==> src/rtl/srfifo_pkg.sv <==
package srfifo_pkg;
  typedef enum logic [1:0] {
    ACC_IDLE  = 2'd0,
    ACC_WRITE = 2'd1,
    ACC_READ  = 2'd2
  } acc_e;
endpackage

==> src/rtl/srfifo_ptr.sv <==
module srfifo_ptr #(
  parameter int AW = 4
) (
  input  logic          clk,
  input  logic          rst,
  input  logic          inc,
  output logic [AW:0]   ptr
);
  localparam logic [AW:0] ONE = {{AW{1'b0}}, 1'b1};

  always_ff @(posedge clk) begin
    if (rst) ptr <= '0;
    else if (inc) ptr <= ptr + ONE;
  end

  // a pointer moves only on a granted access
  p_ptr_hold_r4: assert property (@(posedge clk) disable iff (rst)
    !inc |=> $stable(ptr));
endmodule

==> src/rtl/srfifo_ctrl.sv <==
module srfifo_ctrl
  import srfifo_pkg::*;
#(
  parameter int AW = 4
) (
  input  logic        clk,
  input  logic        rst,
  input  logic        wr_req,
  input  logic        rd_req,
  input  logic [AW:0] wptr,
  input  logic [AW:0] rptr,
  output acc_e        acc,
  output logic        we,
  output logic        rd_fire,
  output logic        wr_ready,
  output logic        full,
  output logic        empty
);
  always_comb begin
    empty    = (wptr == rptr);
    full     = (wptr[AW] != rptr[AW]) && (wptr[AW-1:0] == rptr[AW-1:0]);
    rd_fire  = rd_req && !empty;
    wr_ready = !full && !rd_fire;
    we       = wr_req && wr_ready;
    if (rd_fire)  acc = ACC_READ;
    else if (we)  acc = ACC_WRITE;
    else          acc = ACC_IDLE;
  end

  p_excl_flags_r3: assert property (@(posedge clk) disable iff (rst)
    !(full && empty));
endmodule

==> src/rtl/srfifo_mem.sv <==
module srfifo_mem #(
  parameter int DW = 8,
  parameter int AW = 4
) (
  input  logic          clk,
  input  logic          rst,
  input  logic          we,
  input  logic          sel_rd,
  input  logic [AW-1:0] waddr,
  input  logic [AW-1:0] raddr,
  input  logic [DW-1:0] wdata,
  output logic [DW-1:0] rdata
);
  localparam int DEPTH = 1 << AW;

  logic [DW-1:0] cells [DEPTH];
  logic [AW-1:0] addr;

  // one shared address: the read pointer wins when a read is granted
  assign addr  = sel_rd ? raddr : waddr;
  assign rdata = cells[addr];

  always_ff @(posedge clk) begin
    if (we) cells[addr] <= wdata;
  end

  // a write never uses the address while it is steered to the reader
  p_write_addr_r6: assert property (@(posedge clk) disable iff (rst)
    we |-> !sel_rd);
endmodule

==> src/rtl/srfifo.sv <==
module srfifo
  import srfifo_pkg::*;
#(
  parameter int DW = 8,
  parameter int AW = 4
) (
  input  logic          clk,
  input  logic          rst,
  input  logic          wr_req,
  input  logic [DW-1:0] wr_data,
  output logic          wr_ready,
  input  logic          rd_req,
  output logic [DW-1:0] rd_data,
  output logic          full,
  output logic          empty
);
  logic [AW:0]   wptr, rptr;
  logic          we, rd_fire;
  acc_e          acc;
  logic [DW-1:0] mem_q;

  srfifo_ptr #(.AW(AW)) u_wptr (.clk(clk), .rst(rst), .inc(we),      .ptr(wptr));
  srfifo_ptr #(.AW(AW)) u_rptr (.clk(clk), .rst(rst), .inc(rd_fire), .ptr(rptr));

  srfifo_ctrl #(.AW(AW)) u_ctrl (
    .clk(clk), .rst(rst), .wr_req(wr_req), .rd_req(rd_req),
    .wptr(wptr), .rptr(rptr), .acc(acc), .we(we), .rd_fire(rd_fire),
    .wr_ready(wr_ready), .full(full), .empty(empty)
  );

  srfifo_mem #(.DW(DW), .AW(AW)) u_mem (
    .clk(clk), .rst(rst), .we(we), .sel_rd(acc == ACC_READ),
    .waddr(wptr[AW-1:0]), .raddr(rptr[AW-1:0]),
    .wdata(wr_data), .rdata(mem_q)
  );

  always_ff @(posedge clk) begin
    if (rst) rd_data <= '0;
    else if (rd_fire) rd_data <= mem_q;
  end

  p_dout_hold_r7: assert property (@(posedge clk) disable iff (rst)
    !rd_fire |=> $stable(rd_data));
  p_full_no_write_r4: assert property (@(posedge clk) disable iff (rst)
    full |-> !we);
  p_empty_no_read_r5: assert property (@(posedge clk) disable iff (rst)
    (empty && rd_req) |=> $stable(rd_data));
  p_collide_r6: assert property (@(posedge clk) disable iff (rst)
    (rd_req && !empty) |-> !wr_ready);
  p_ready_r8: assert property (@(posedge clk) disable iff (rst)
    (!full && !rd_req) |-> wr_ready);
endmodule

==> config.mk <==
export PLATFORM = sky130hd
export DESIGN_NAME = srfifo
export DESIGN_NICKNAME = d
export VERILOG_FILES = /design/src/rtl/srfifo_pkg.sv /design/src/rtl/srfifo_ptr.sv /design/src/rtl/srfifo_ctrl.sv /design/src/rtl/srfifo_mem.sv /design/src/rtl/srfifo.sv
export SDC_FILE = /design/constraint.sdc
export NUM_CORES = 1
export LEC_CHECK = 0
export BUFFER_PORTS_ARGS = -buffer_cell sky130_fd_sc_hd__buf_2
export CORE_ASPECT_RATIO = 0.8
export CORE_MARGIN = 2
export CORE_UTILIZATION = 45
export DETAILED_ROUTE_END_ITERATION = 12
export GPL_TIMING_DRIVEN = 0
export SKIP_LAST_GASP = 1
export SYNTH_ARGS = -nofsm -noshare
export SYNTH_HDL_FRONTEND = slang
export SYNTH_SLANG_ARGS = --single-unit
==> constraint.sdc <==
create_clock -name clk -period 3.85 [get_ports clk]
set_clock_uncertainty 0.15 [all_clocks]
set_input_delay 0.5775 -clock clk [delete_from_list [all_inputs] [get_ports clk]]
set_output_delay 0.5775 -clock clk [all_outputs]
set_load 0.02 [all_outputs]
# == Word level (Yosys, flattened, before mapping) ==
# Memories as Yosys holds them, arrays and structs flattened. A register that Yosys moved wholly into a read port is not among the register bits.
# Cells that the tools add are included.
# op_classes
mux,5
n_reduce_logical,7
n_eq_ne,4
add_sub_neg,2
# op_table
op,n
$add 5x1->5 const B,2
$eq 5x5->1,1
$eq 4x4->1,1
$logic_and 1x1->1,4
$mux 4,1
$logic_not 1->1,3
$mux 1,3
$eq 2x2->1 const B,1
$mux 2,1
$ne 1x1->1,1
# word_totals
ram_bits,128
wordCells,21
out_inout_bits,11
reg_bits,10
n_memories,1
# memory_table
name,words,width,rd,rd_ports_with_merged_regs,wr,line_no,source
u_mem.cells,16,8,1,1,1,srfifo_mem.sv:16,logic [DW-1:0] cells [DEPTH];

# == Longest topological paths before layout ==
# depth
word_depth,10
depth_mapped,9

# == Hierarchy ==
# A second synthesis with hierarchy kept.
# hier_totals
cells_unflattened,434
hier_area_um2,6339.8
# modules_own_cells
module,cells_per_inst,instances,area_each_um2,seq_area_each_um2
srfifo_mem,347,1,5413.9,3843.7
srfifo_ptr,22,2,247.7,100.1
srfifo,27,1,291.5,160.2
srfifo_ctrl,16,1,138.9,0.0

# == Worst setup path before layout ==
# Ideal clock, no wire load.
# synth_path
path_type,flip-flop to flip-flop
start,register u_wptr.ptr[2]
end,"memory u_mem.cells[15][0], enable pin"
t_required_ps,3326
path_stages_with_launch,9
setup_time_ps,374
arrival_ps,2556
synth_period_minus_slack_ps,3079
setup_slack_ps,771
path_cell_list,dfxtp_1 -> buf_2 -> xor2_1 -> nor4_4 -> mux2i_1 -> and2_1 -> clkbuf_1 -> nand3_1 -> nor2_1
# synth_between
elab_chain_len,10
word_cells_on_any_way,15
classes_between,3 x eq/ne; 5 x mux; 7 x reduce/logical
# synth_rtl
item,line_no,source
"start, declared",srfifo_ptr.sv:7,output logic [AW:0] ptr
"start signal, assigned",srfifo_ptr.sv:13,else if (inc) ptr <= ptr + ONE;
$eq 5x5->1,srfifo_ctrl.sv:20,empty = (wptr == rptr);
$logic_not 1->1,srfifo_ctrl.sv:22,rd_fire = rd_req && !empty;
$logic_and 1x1->1,srfifo_ctrl.sv:22,
$logic_not 1->1,srfifo_ctrl.sv:23,wr_ready = !full && !rd_fire;
$logic_and 1x1->1 (*),srfifo_ctrl.sv:23,
named net wr_ready,srfifo.sv:11,"output logic wr_ready,"
$logic_and 1x1->1 (*),srfifo_ctrl.sv:24,we = wr_req && wr_ready;
$mux 1,"srfifo_ctrl.sv:26, srfifo_mem.sv:24",
$mux 2,srfifo_ctrl.sv:25,if (rd_fire) acc = ACC_READ;
$eq 2x2->1,srfifo.sv:32,".clk(clk), .rst(rst), .we(we), .sel_rd(acc == ACC_READ),"
$mux 4,srfifo_mem.sv:20,assign addr = sel_rd ? raddr : waddr;
"end, declared",srfifo_mem.sv:16,
# The timed path passes the listed nets; every way through them passes the cells marked *.

# == Final worst setup path ==
# layout_path
start,register u_wptr.ptr[3]
end,"memory u_mem.cells[15][6], enable pin"
# layout_between
elab_chain_len,10
word_cells_on_any_way,15
classes_between,3 x eq/ne; 5 x mux; 7 x reduce/logical
# layout_rtl
item,line_no
$eq 5x5->1,srfifo_ctrl.sv:20
$logic_not 1->1,srfifo_ctrl.sv:22
$logic_and 1x1->1,srfifo_ctrl.sv:22
$logic_not 1->1,srfifo_ctrl.sv:23
$logic_and 1x1->1,srfifo_ctrl.sv:23
$logic_and 1x1->1,srfifo_ctrl.sv:24
$mux 1,"srfifo_ctrl.sv:26, srfifo_mem.sv:24"
$mux 2,srfifo_ctrl.sv:25
$eq 2x2->1,srfifo.sv:32
$mux 4,srfifo_mem.sv:20
# Parallel ways exist; a longest one is shown, timed or not.

==> run metrics <==
outcome finished clean; worst-margin pin slew 0.998 ns; Detailed Place HPWL 15.0 mm; hold path cells 2; CP Max Fanout 9; IO Port Bufs 20; htree depth 4; Finish-stage setup viols 0; critical path type flip-flop to flip-flop; DR vias 5656; total global-route track usage 0.249; Layout Nets 655; Placed Instances 837; Worst EP required 3.75 ns; RePlAce Congestion 0.880; Crit. End Element flip-flop; r2r setup slk 0.23 ns; CTS Root Cell clkbuf_16; most frequent cell after synthesis edfxtp_1; Setup TNS 0 ns; # DRC 0; First DRT Iteration DRCs 743; Synth Register Bits 146; vias in the first global route 5269; CTS Hold Buffers Added 0; total wire length 21.7 mm; Synth top cells by count edfxtp_1 (128), mux2i_1 (71), a221oi_1 (56); FF-to-FF Start u_wptr.ptr[3]; Fin. Hold Viols 0; Skew-Pair Late Insertion Delay 0.43 ns; Reg2Reg Depth 7; Detail Route Antenna Nets 0; Max Fclk 276 MHz; post-synth top area share 0.518; row count 41; Max Cap Viol 0; hold path startpoint rd_data[0]; layout cells sized above 1 0.168; DRT Pass-1 Iters 6; Place WS 0.0578 ns; Avg Vias per Cell 6.51; initial antenna violation count 0; Die H 119 µm; Synth area leader edfxtp_1; Worst setup SP type flip-flop; Clock Path Buffers 2; PD cells 620 nW/µm²; ys flop type edfxtp_1; Hold Path End rd_data[0]; drt wl/cell 24.9 µm; Post-synth EDFFs 128; post-CTS setup buffer count 0; Syn Area/Cell 12.3 µm²; non-filler cells, final 869; VDD IR-drop max 0.375 mV; Mapped Cells 602; Worst slew margin 0.335; Max Slew Vio Count 0; Initial Utilization 0.465; Area growth, synth to finish 13.2%; cts bufs inserted 17; first-pass GRT wire length 32.3 mm; largest net degree at the start of global routing 17; setup ws final 0.231 ns; Syn Std Cell Area 7430 µm²; Worst Hold Class flip-flop to flip-flop; Final period util 0.940; Mapped Nets 616; diodes inserted 0; Static Leak 2.57 nW; Num Clock Sinks 146; unrepaired setup endpoints after global routing no; sequential cell area fraction in the yosys report 0.566; FF-to-FF End u_mem.cells[15][6]; Synth cell types 36; DIE WIDTH 148 µm; Period minus WS final 3.62 ns; Ys Warns 0; Synth area leaders edfxtp_1 (52%), mux2i_1 (9.6%), a221oi_1 (6.6%); total gr overflow 0; IO Pins 23; Core ar. 16000 µm²; FFs w/ async S/R, synth 0; WP data arrival 3.52 ns; Die Area 17600 µm²; clk slew on worst S/H paths 0.06 ns; CTS tree done; FILL cells 1354
[repair_timing]
| item | CTS | global route |
|---|---|---|
| endpoints found under the setup margin | 0 | 5 |
| resized for setup | 0 | 1 |
| hold endpoints to repair | 0 | 0 |
[critical path, stage by stage, from the launching register on]
cell      delay, ns
dfxtp_1        0.51
xor2_1         0.16
nor4_4         0.53
mux2i_1        0.37
and2_1         0.17
clkbuf_1       0.27
nand3_1        0.27
nor2_1         0.81
[logic make-up after synthesis]
kind of cell,share of synthesized area
AOI/OAI and AO/OA,0.134
xor gates and xnor gates,0.0142
adders and majority gates,0.00337
buffers and inverters,0.0318
DFF,0.566
muxes,0.157
and+or+nand+nor,0.0938
[metal layers]
layer / vias up / part of all wire / GRT usage
li1: 2480 / - / -
met1: 2864 / 0.46 / 0.371
met2: 284 / 0.44 / 0.367
met3: 28 / 0.089 / 0.0598
met4: 0 / 0.011 / 0.0607
met5: - / 0 / 0
[worst max path at each step]
stage                              from            endpoint  slack, ns
after floorplan           u_wptr.ptr[2]  u_mem.cells[15][0]       0.77
after global placement    u_wptr.ptr[2]          rd_data[7]        0.1
after detailed placement  u_wptr.ptr[2]          rd_data[4]       0.06
after CTS                 u_wptr.ptr[2]          rd_data[4]       0.07
after global routing      u_wptr.ptr[2]  u_mem.cells[15][6]       0.06
final                     u_wptr.ptr[3]  u_mem.cells[15][6]       0.23
[final cells by class]
class / count / area, µm² / area share
Buffer: 54 / 229 / 0.0272
Clock buffer: 19 / 433 / 0.0515
Clock inverter: 13 / 174 / 0.0207
Inverter: 2 / 7.51 / 0.000893
Multi-Input combinational cell: 400 / 2990 / 0.356
Sequential cell: 146 / 4200 / 0.500
Tap cell: 215 / 269 / 0.0320
Timing Repair Buffer: 20 / 100 / 0.0119
[flip-flops by register name, summed over array words and instances (netlist names)]
register     cells
u_wptr.ptr       5
u_rptr.ptr       5
rd_data          8
u_mem.cells    128
[placed cells by master, fill, tap and decap left out, types with 3 or more instances in the layout]
master     count
clkbuf_16     17
a21oi_1        3
mux2_2        39
nor2b_1        4
clkinv_4       4
bufinv_16      3
buf_2         32
o21ai_0       37
nor4_1         5
mux2i_1       70
xor2_1        10
buf_1          8
edfxtp_1     128
dfxtp_1       18
inv_6          5
nor2_1        36
or3_1         10
nand3_1       38
o211ai_1      28
nor3_1        26
nand2_1       13
a211oi_1       5
clkbuf_1      34
a221oi_1      56
nand4_1        3
[power by group]
group / internal, mW / total, mW / switching (mW)
clock network: 1.03 / 1.71 / 0.681
logic: 0.572 / 1.61 / 1.04
registers: 1.82 / 1.89 / 0.0625
total: 3.43 / 5.21 / 1.79
[metrics by stage]
stage	hold slack, ns	cell area [µm²]	util	power [mW]
2_1_floorplan	0.388	7430	-	2.98
3_3_place_gp	0.350	7790	0.489	3.47
3_5_place_dp	0.352	7790	0.489	3.49
4_1_cts	0.362	8400	0.527	5.19
5_1_grt	0.384	8410	0.527	5.40
6_report	0.363	8410	0.527	5.21
Power figures use the tool's default switching activity.
